==> src/rtl/mdio_pkg.sv <==
`timescale 1ns/1ps
package mdio_pkg;
  localparam int REG_AW   = 2;
  localparam logic [REG_AW-1:0] A_CTRL = 2'd0;
  localparam logic [REG_AW-1:0] A_CMD  = 2'd1;
  localparam logic [REG_AW-1:0] A_STAT = 2'd2;

  localparam int CMD_W    = 32;
  localparam int DATA_W   = 16;
  localparam int DIV_W    = 7;
  localparam int CTRL_W   = DIV_W + 1;
  localparam int PRE_BITS = 32;
  localparam int SEQ_MAX  = PRE_BITS + CMD_W;
  localparam int IDX_W    = $clog2(SEQ_MAX + 1);
  localparam int FIDX_W   = $clog2(CMD_W);
  localparam int REL_POS  = CMD_W - DATA_W - 1;
  localparam int SMP_POS  = CMD_W - DATA_W;

  typedef enum logic [1:0] {
    OP_NONE  = 2'b00,
    OP_WRITE = 2'b01,
    OP_READ  = 2'b10,
    OP_OTHER = 2'b11
  } mdio_op_e;
endpackage

==> src/rtl/mdio_clkgen.sv <==
`timescale 1ns/1ps
module mdio_clkgen #(
  parameter int DIV_W = 7
) (
  input  logic             clk,
  input  logic             rst_n,
  input  logic             run,
  input  logic [DIV_W-1:0] div,
  output logic             mdc,
  output logic             rise_evt,
  output logic             fall_evt
);
  logic [DIV_W-1:0] cnt_q, cnt_d;
  logic             mdc_q, mdc_d;
  logic             tick;

  always_comb begin
    tick  = run && (div != '0) && (cnt_q >= div);
    cnt_d = cnt_q;
    mdc_d = mdc_q;
    if (!run) begin
      cnt_d = '0;
      mdc_d = 1'b0;
    end else if (div == '0) begin
      cnt_d = '0;
    end else if (tick) begin
      cnt_d = '0;
      mdc_d = ~mdc_q;
    end else begin
      cnt_d = cnt_q + DIV_W'(1);
    end
  end

  always_ff @(posedge clk or negedge rst_n) begin
    if (!rst_n) begin
      cnt_q <= '0;
      mdc_q <= 1'b0;
    end else begin
      cnt_q <= cnt_d;
      mdc_q <= mdc_d;
    end
  end

  assign mdc      = mdc_q;
  assign rise_evt = tick && !mdc_q;
  assign fall_evt = tick &&  mdc_q;
endmodule

==> src/rtl/mdio_frame_seq.sv <==
`timescale 1ns/1ps
module mdio_frame_seq
  import mdio_pkg::*;
(
  input  logic              clk,
  input  logic              rst_n,
  input  logic              start,
  input  logic              pre_en,
  input  logic [CMD_W-1:0]  frame,
  input  logic              rise_evt,
  input  logic              fall_evt,
  input  logic              mdio_i,
  output logic              busy,
  output logic              mdio_o,
  output logic              mdio_oe,
  output logic              done_pulse,
  output logic [DATA_W-1:0] rd_data
);
  logic              busy_q, busy_d;
  logic              pre_q, pre_d;
  logic [IDX_W-1:0]  k_q, k_d;
  logic [DATA_W-1:0] rd_q, rd_d;

  logic              in_pre, is_rd, released, sample, last, cur_bit;
  logic [IDX_W-1:0]  fk, last_idx;
  logic [FIDX_W-1:0] fpos;

  always_comb begin
    last_idx = pre_q ? IDX_W'(SEQ_MAX - 1) : IDX_W'(CMD_W - 1);
    in_pre   = pre_q && (k_q < IDX_W'(PRE_BITS));
    fk       = k_q - (pre_q ? IDX_W'(PRE_BITS) : '0);
    fpos     = FIDX_W'(CMD_W - 1) - fk[FIDX_W-1:0];
    is_rd    = (mdio_op_e'(frame[CMD_W-3:CMD_W-4]) == OP_READ);
    released = is_rd && !in_pre && (fk >= IDX_W'(REL_POS));
    sample   = rise_evt && is_rd && !in_pre && (fk >= IDX_W'(SMP_POS));
    last     = (k_q == last_idx);
    cur_bit  = in_pre ? 1'b1 : frame[fpos];
  end

  always_comb begin
    busy_d = busy_q;
    pre_d  = pre_q;
    k_d    = k_q;
    rd_d   = rd_q;
    if (!busy_q) begin
      if (start) begin
        busy_d = 1'b1;
        pre_d  = pre_en;
        k_d    = '0;
        rd_d   = '0;
      end
    end else begin
      if (sample) begin
        rd_d = {rd_q[DATA_W-2:0], mdio_i};
      end
      if (fall_evt) begin
        if (last) begin
          busy_d = 1'b0;
        end else begin
          k_d = k_q + IDX_W'(1);
        end
      end
    end
  end

  always_ff @(posedge clk or negedge rst_n) begin
    if (!rst_n) begin
      busy_q <= 1'b0;
      pre_q  <= 1'b0;
      k_q    <= '0;
      rd_q   <= '0;
    end else begin
      busy_q <= busy_d;
      pre_q  <= pre_d;
      k_q    <= k_d;
      rd_q   <= rd_d;
    end
  end

  assign busy       = busy_q;
  assign done_pulse = busy_q && fall_evt && last;
  assign mdio_oe    = busy_q && !released;
  assign mdio_o     = busy_q ? cur_bit : 1'b1;
  assign rd_data    = rd_q;
endmodule

==> src/rtl/mdio_mgmt_master.sv <==
`timescale 1ns/1ps
module mdio_mgmt_master
  import mdio_pkg::*;
(
  input  logic              clk,
  input  logic              rst_n,
  input  logic              bus_wr,
  input  logic [REG_AW-1:0] bus_addr,
  input  logic [CMD_W-1:0]  bus_wdata,
  output logic [CMD_W-1:0]  bus_rdata,
  output logic              busy,
  output logic              done_flag,
  output logic              mdc,
  output logic              mdio_o,
  output logic              mdio_oe,
  input  logic              mdio_i
);
  logic [CTRL_W-1:0] ctl_q, ctl_d;
  logic [CMD_W-1:0]  cmd_q, cmd_d;
  logic              done_q, done_d;
  logic              start, done_pulse, rise_evt, fall_evt;
  logic [DATA_W-1:0] rd_data;

  assign start = bus_wr && (bus_addr == A_CMD) && !busy;

  mdio_clkgen #(.DIV_W(DIV_W)) u_clkgen (
    .clk      (clk),
    .rst_n    (rst_n),
    .run      (busy),
    .div      (ctl_q[DIV_W-1:0]),
    .mdc      (mdc),
    .rise_evt (rise_evt),
    .fall_evt (fall_evt)
  );

  mdio_frame_seq u_seq (
    .clk        (clk),
    .rst_n      (rst_n),
    .start      (start),
    .pre_en     (ctl_q[DIV_W]),
    .frame      (cmd_q),
    .rise_evt   (rise_evt),
    .fall_evt   (fall_evt),
    .mdio_i     (mdio_i),
    .busy       (busy),
    .mdio_o     (mdio_o),
    .mdio_oe    (mdio_oe),
    .done_pulse (done_pulse),
    .rd_data    (rd_data)
  );

  always_comb begin
    ctl_d  = ctl_q;
    cmd_d  = cmd_q;
    done_d = done_q;
    if (bus_wr && (bus_addr == A_CTRL)) begin
      ctl_d = bus_wdata[CTRL_W-1:0];
    end
    if (start) begin
      cmd_d = bus_wdata;
    end else if (done_pulse && (mdio_op_e'(cmd_q[CMD_W-3:CMD_W-4]) == OP_READ)) begin
      cmd_d[DATA_W-1:0] = rd_data;
    end
    if (done_pulse) begin
      done_d = 1'b1;
    end else if (bus_wr && (bus_addr == A_STAT) && bus_wdata[0]) begin
      done_d = 1'b0;
    end
  end

  always_ff @(posedge clk or negedge rst_n) begin
    if (!rst_n) begin
      ctl_q  <= '0;
      cmd_q  <= '0;
      done_q <= 1'b0;
    end else begin
      ctl_q  <= ctl_d;
      cmd_q  <= cmd_d;
      done_q <= done_d;
    end
  end

  always_comb begin
    unique case (bus_addr)
      A_CTRL:  bus_rdata = {{(CMD_W-CTRL_W){1'b0}}, ctl_q};
      A_CMD:   bus_rdata = cmd_q;
      A_STAT:  bus_rdata = {{(CMD_W-2){1'b0}}, busy, done_q};
      default: bus_rdata = '0;
    endcase
  end

  assign done_flag = done_q;
endmodule

==> config.mk <==
export PLATFORM = sky130hd
export DESIGN_NAME = mdio_mgmt_master
export DESIGN_NICKNAME = d
export VERILOG_FILES = /design/src/rtl/mdio_pkg.sv /design/src/rtl/mdio_clkgen.sv /design/src/rtl/mdio_frame_seq.sv /design/src/rtl/mdio_mgmt_master.sv
export SDC_FILE = /design/constraint.sdc
export NUM_CORES = 1
export LEC_CHECK = 0
export CAP_MARGIN = 5
export CORE_MARGIN = 3
export CORE_UTILIZATION = 50
export CTS_CLUSTER_SIZE = 24
export DETAILED_ROUTE_END_ITERATION = 6
export DONT_BUFFER_PORTS = 1
export GPL_TIMING_DRIVEN = 0
export SYNTH_ARGS = -nofsm -noshare
export SYNTH_HDL_FRONTEND = slang
export SYNTH_SLANG_ARGS = --single-unit
==> constraint.sdc <==
create_clock -name clk -period 6.3 [get_ports clk]
set_input_delay 0.63 -clock clk [delete_from_list [all_inputs] [get_ports clk]]
set_output_delay 0.63 -clock clk [all_outputs]
set_load 0.005 [all_outputs]
# Yosys cells after proc, flatten, opt, wreduce, memory -nomap -nowiden
# Cells that the tools add are included.
[op_classes] add_sub_neg=4 n_lt_le_gt_ge=5 n_eq_ne=9 n_mux=28 n_bitwise=2 reduce_logical=33
[op_table] op="one-hot mux 32 bit (3 select lines)" count=1
[op_table] op="2-to-1 mux 16 bit" count=5
[op_table] op="2-to-1 mux 7 bit" count=7
[op_table] op="logical AND 1 bit" count=19
[op_table] op="adder 7 x 1 -> 7 bit, second input constant" count=2
[op_table] op="2-to-1 mux 1 bit" count=12
[op_table] op="2-to-1 mux 6 bit" count=2
[op_table] op="!= test 2 bit, second input constant" count=4
[op_table] op="== test 7 bit" count=1
[op_table] op=">= comparator 7 x 4 -> 1 bit, second input constant" count=1
[op_table] op=">= comparator 7 x 5 -> 1 bit, second input constant" count=1
[op_table] op=">= comparator 7 bit" count=1
[op_table] op="logical NOT 7 bit" count=1
[op_table] op="less-than comparator 7 x 6 -> 1 bit, second input constant" count=1
[op_table] op="nonzero test 7 bit" count=1
[op_table] op="subtractor 7 bit" count=1
[op_table] op="less-than comparator 5 x 6 -> 1 bit, second input constant" count=1
[op_table] op="AND reduction 2 bit" count=3
[op_table] op="nonzero test 2 bit" count=3
[op_table] op="binary-select mux 1 bit (select 5 bit)" count=1
[op_table] op="subtractor 5 bit, first input constant" count=1
[op_table] op="== test 2 bit, second input constant" count=2
[op_table] op="logical NOT 1 bit" count=4
[op_table] op="AND reduction 3 bit" count=1
[op_table] op="other kinds (4)" count=5
[totals] regBits=74 output_inout_bits=37

# Depth between registers and ports, before layout
[depth] word_depth=9 depth_mapped=8 depth_no_buf=7

# By module
# From an unflattened synthesis, not the netlist that was laid out.
[unflattened] hier_cells=410 hier_area_um2=4136.5
[modules_own_cells] module="mdio_mgmt_master" n_inst=1 cells_each=191 area_each_um2=1981.9
[modules_own_cells] module="mdio_frame_seq" n_inst=1 cells_each=161 area_each_um2=1566.5
[modules_own_cells] module="mdio_clkgen" n_inst=1 cells_each=58 area_each_um2=588.1

# Worst setup path after synthesis
# Ideal clock, no wire load.
[synth_timing] kind="reg2out" start="register u_seq.k_q[1]" end="output port mdio_o" t_arrival_ps=1549 t_required_ps=5670 path_slack_ps=4121 stages_incl_launch_ff=7 path_buffers=1 cell_sequence="dfrtp_1 buf_2 mux4_2 a22oi_1 nand3_1 o21ai_0 nand3_1"
[synth_between] elab_chain_len=6
[synth_rtl] item="start: declaration" line="mdio_frame_seq.sv:21" source="logic [IDX_W-1:0] k_q, k_d;"
[synth_rtl] item="start signal: assignment" line="mdio_frame_seq.sv:75" source="k_q <= k_d;"
[synth_rtl] item="subtractor 7 bit" line="mdio_frame_seq.sv:31" source="fk = k_q - (pre_q ? IDX_W'(PRE_BITS) : '0);"
[synth_rtl] item="subtractor 5 bit" line="mdio_frame_seq.sv:32" source="fpos = FIDX_W'(CMD_W - 1) - fk[FIDX_W-1:0];"
[synth_rtl] item="binary-select mux 1 bit (select 5 bit)" line="mdio_frame_seq.sv:37" source="cur_bit = in_pre ? 1'b1 : frame[fpos];"
[synth_rtl] item="2-to-1 mux 1 bit (not written as such)" line="mdio_frame_seq.sv:37"
[synth_rtl] item="2-to-1 mux 1 bit (*)" line="mdio_frame_seq.sv:37"
[synth_rtl] item="2-to-1 mux 1 bit (*)" line="mdio_frame_seq.sv:83" source="assign mdio_o = busy_q ? cur_bit : 1'b1;"
[synth_rtl] item="end: declaration" line="mdio_mgmt_master.sv:14" source="output logic mdio_o,"
# Mark *: on every way between the ends. The rest lies on a longest branch, timed or not. The select of a mux whose other input is x is not followed.

# Worst setup path in the final report
[layout_timing] start="register u_seq.k_q[0]" end="output port mdio_o"
# The elaborated chain is that of the path after synthesis.

==> reports/metrics.yaml <==
floorplan:
  coreArea_mm2: 0.00793
  die_x_um: 97.7
  num_io_pins: 75
  dieArea_mm2: 0.00955
  die_h_um: 97.7
  start_util: 0.531
  rows: 32
setup_path:
  crit_arrival_ps: 2180
  max_stage_delay_ps: 570
  crit_fanout: 10
  reg2reg_slack_ps: 3750
  timing.rr.start: "ctl_q[3]"
  critPathSlowestCell: "mux4_2"
  cp-start-kind: "flip-flop"
  path_cells: "buf_2 > mux4_2 > a22oi_1 > nand4_1 > o21ai_0 > nand3_1"
  endpoint_kind: "primary output"
  critical_path_class: "flip-flop to primary output"
  cp.required_ps: 5670
  worstSetupStartpoint: "u_seq.k_q[0]"
route:
  wl_um: 10600
  drt_iter0_markers: 199
  wl_met1_um: 4860
  vias_per_cell: 5.79
  dr.pass1.iters: 4
  met2_length_um: 5080
  wl_per_cell_um: 18.6
  detail-route-antenna-nets: 0
  route.detailed.drc: 0
  wl_met3_um: 556
  top_layer: "met4"
  vias: 3301
logic_synthesis:
  synth_edf_count: 0
  ys_ff_latch: 74
  synth-seq-area-share: 0.440
  yosysMostFrequentCell: "nand2_1"
  synth_top_area_cell: "dfrtp_1"
  yosys-top-cells-count: "nand2_1 (85), dfrtp_1 (74), nor2_1 (33), o21ai_0 (27), inv_1 (26)"
  synth-async-reset-ratio: 1.00
  syn_inst: 452
  synth_top_area_frac: 0.440
  yosysUniqueCellTypes: 52
  yosysWarnings: 0
  synth-main-ff-cell: "dfrtp_1"
  synth_fp_nets: 500
  syn-cell-area_mm2: 0.00421
  avgSynthCellArea_um2: 9.31
  ys_top_cells_by_area: "dfrtp_1 (44%), nand2_1 (7.6%), mux2i_1 (5.9%), mux4_2 (4.3%), and2_1 (3.6%)"
cells_and_area:
  drive_gt1_frac: 0.0962
  final_cell_area_mm2: 0.00458
  syn2layout_area_growth_pct: 8.83
  diodes: 0
  fin_nets: 512
pwr:
  p_leak_nw: 2.21
  power_density_mw_per_mm2: 380
  p_sw_frac: 0.365
  internal_power_mw: 1.11
  clkPwrFrac: 0.234
  p_comb_frac: 0.330
  p_seq_frac: 0.435
  totalPowerFinal_mw: 1.74
  irDropWorstVdd_mv: 0.195
  p_sw_mw: 0.634
clock_tree:
  cts_htree_levels: 3
  postCtsResizedCells: 0
  cts_hold_buf: 1
  postCtsSetupRepairBufs: 0
  cts_tree: "yes"
  cts-root-buf: "clkbuf_8"
  clkTransAtPathRegs_ps: 80
  clock_latency_ps: 350
  cts_made_buffers: 9
  clk_path_buf_depth: 2
  cts_sinks: 74
timing:
  setup_viol: 0
  slew_headroom: 0.541
  setup_tns_ps: 0
  setup_slack_ps: 3490
  slew_violations: 0
  skew_ps: 10.2
  rsz0062_at_grt: "no"
  fmax_mhz: 356
  layout_min_cycle_time_ps: 2810
  worstMarginPinSlew_ps: 689
  fin_crit_sh: 0.446
  hold_violations: 0
  fin_hold_ws_ps: 155
job:
  maxCapViolations: 0
placed_design:
  dp_slack_ps: 3770
  portBuffers: 0
  place_hpwl_um: 7790
  detailed_place.area_mm2: 0.00433
  gp_congestion: 0.805
global_route:
  grt_overflow: 0
  grt_pass1_vias: 3281
  track_usage: 0.226
  grt_max_degree: 75
  grt_pass1_wl_um: 17300
  antenna_found_initial: 0
min_path:
  hp-class: "input port to async pin"
outcome:
  status: "finished, final reports clean"
[sequential cells by signal, indices dropped and copies added (netlist names)]
register        flops
u_seq.pre_q         1
u_seq.rd_data      16
done_flag           1
cmd_q              32
u_clkgen.mdc        1
u_seq.busy          1
ctl_q               8
u_clkgen.cnt_q      7
u_seq.k_q           7
[layer usage]
| metal | GRT usage | vias to the layer above |
|---|---|---|
| li1 | - | 1586 |
| met2 | 0.362 | 89 |
| met1 | 0.313 | 1620 |
| met3 | 0.0610 | 6 |
| met4 | 0.0405 | 0 |
| met5 | 0 | - |
[power groups by stage]
stage | sequential, mW | clock, mW | combinational, mW
2_1_floorplan | 0.716 | 0 | 0.449
3_3_place_gp | 0.762 | 0 | 0.554
3_5_place_dp | 0.764 | 0 | 0.566
4_1_cts | 0.756 | 0.413 | 0.580
5_1_grt | 0.779 | 0.437 | 0.657
6_report | 0.757 | 0.408 | 0.575
[cell families after synthesis]
kind of cell / Yosys count / share of synthesized area
XOR/XNOR: 6 / 0.0125
multiplexers: 35 / 0.108
AO/OA/AOI/OAI: 83 / 0.131
flip-flops: 74 / 0.440
adder cells (fa/ha/maj): 10 / 0.0297
buffers and inverters: 56 / 0.0648
AND/OR/NAND/NOR: 188 / 0.214
[cell type report]
| class | instances | area (µm²) |
|---|---|---|
| buffer | 30 | 175 |
| timing repair buffer | 1 | 27.5 |
| fill | 701 | 3350 |
| tap | 102 | 128 |
| inverter | 26 | 97.6 |
| multi-input combinational | 322 | 2080 |
| clock inverter | 5 | 78.8 |
| sequential | 74 | 1850 |
| clock buffer | 10 | 138 |
[cell usage in the layout, fill, tap and decap left out, types with 4 or more instances in the layout]
cell type / instances
a41oi_1: 16
buf_2: 7
nor2_1: 33
nand2b_1: 4
and3_1: 5
nand2_1: 85
nand3_1: 14
ha_1: 10
a21oi_1: 21
inv_1: 26
o21ai_0: 27
clkbuf_8: 11
mux4_2: 8
clkbuf_1: 15
dfrtp_1: 74
and2_1: 24
mux2i_1: 25
[critical path: cells and delay by family, from the launching register on]
family                 cells  cell delay [ps]
AO/OA/AOI/OAI              2              300
buffers and inverters      1              300
flip-flops                 1              410
multiplexers               1              570
AND/OR/NAND/NOR            2              260
[worst paths after layout]
| check | endpoint | cells after the start |
|---|---|---|
| worst min-delay path | cmd_q[30] | 1 |
| min in group clk | cmd_q[27] | 2 |
| worst max-delay path | mdio_o | 6 |
| max in group asynchronous | u_seq.rd_data[12] | 1 |
| worst max register to register | u_seq.k_q[4] | 7 |
| worst min register to register | u_clkgen.cnt_q[0] | 1 |
[per-stage QoR]
stage	utilization	instances
detailed placement	0.547	554
global route	0.577	570
CTS	0.577	570
finish	0.577	570
floorplan	-	452
global placement	0.547	554
(Power assumes the default switching activity.)
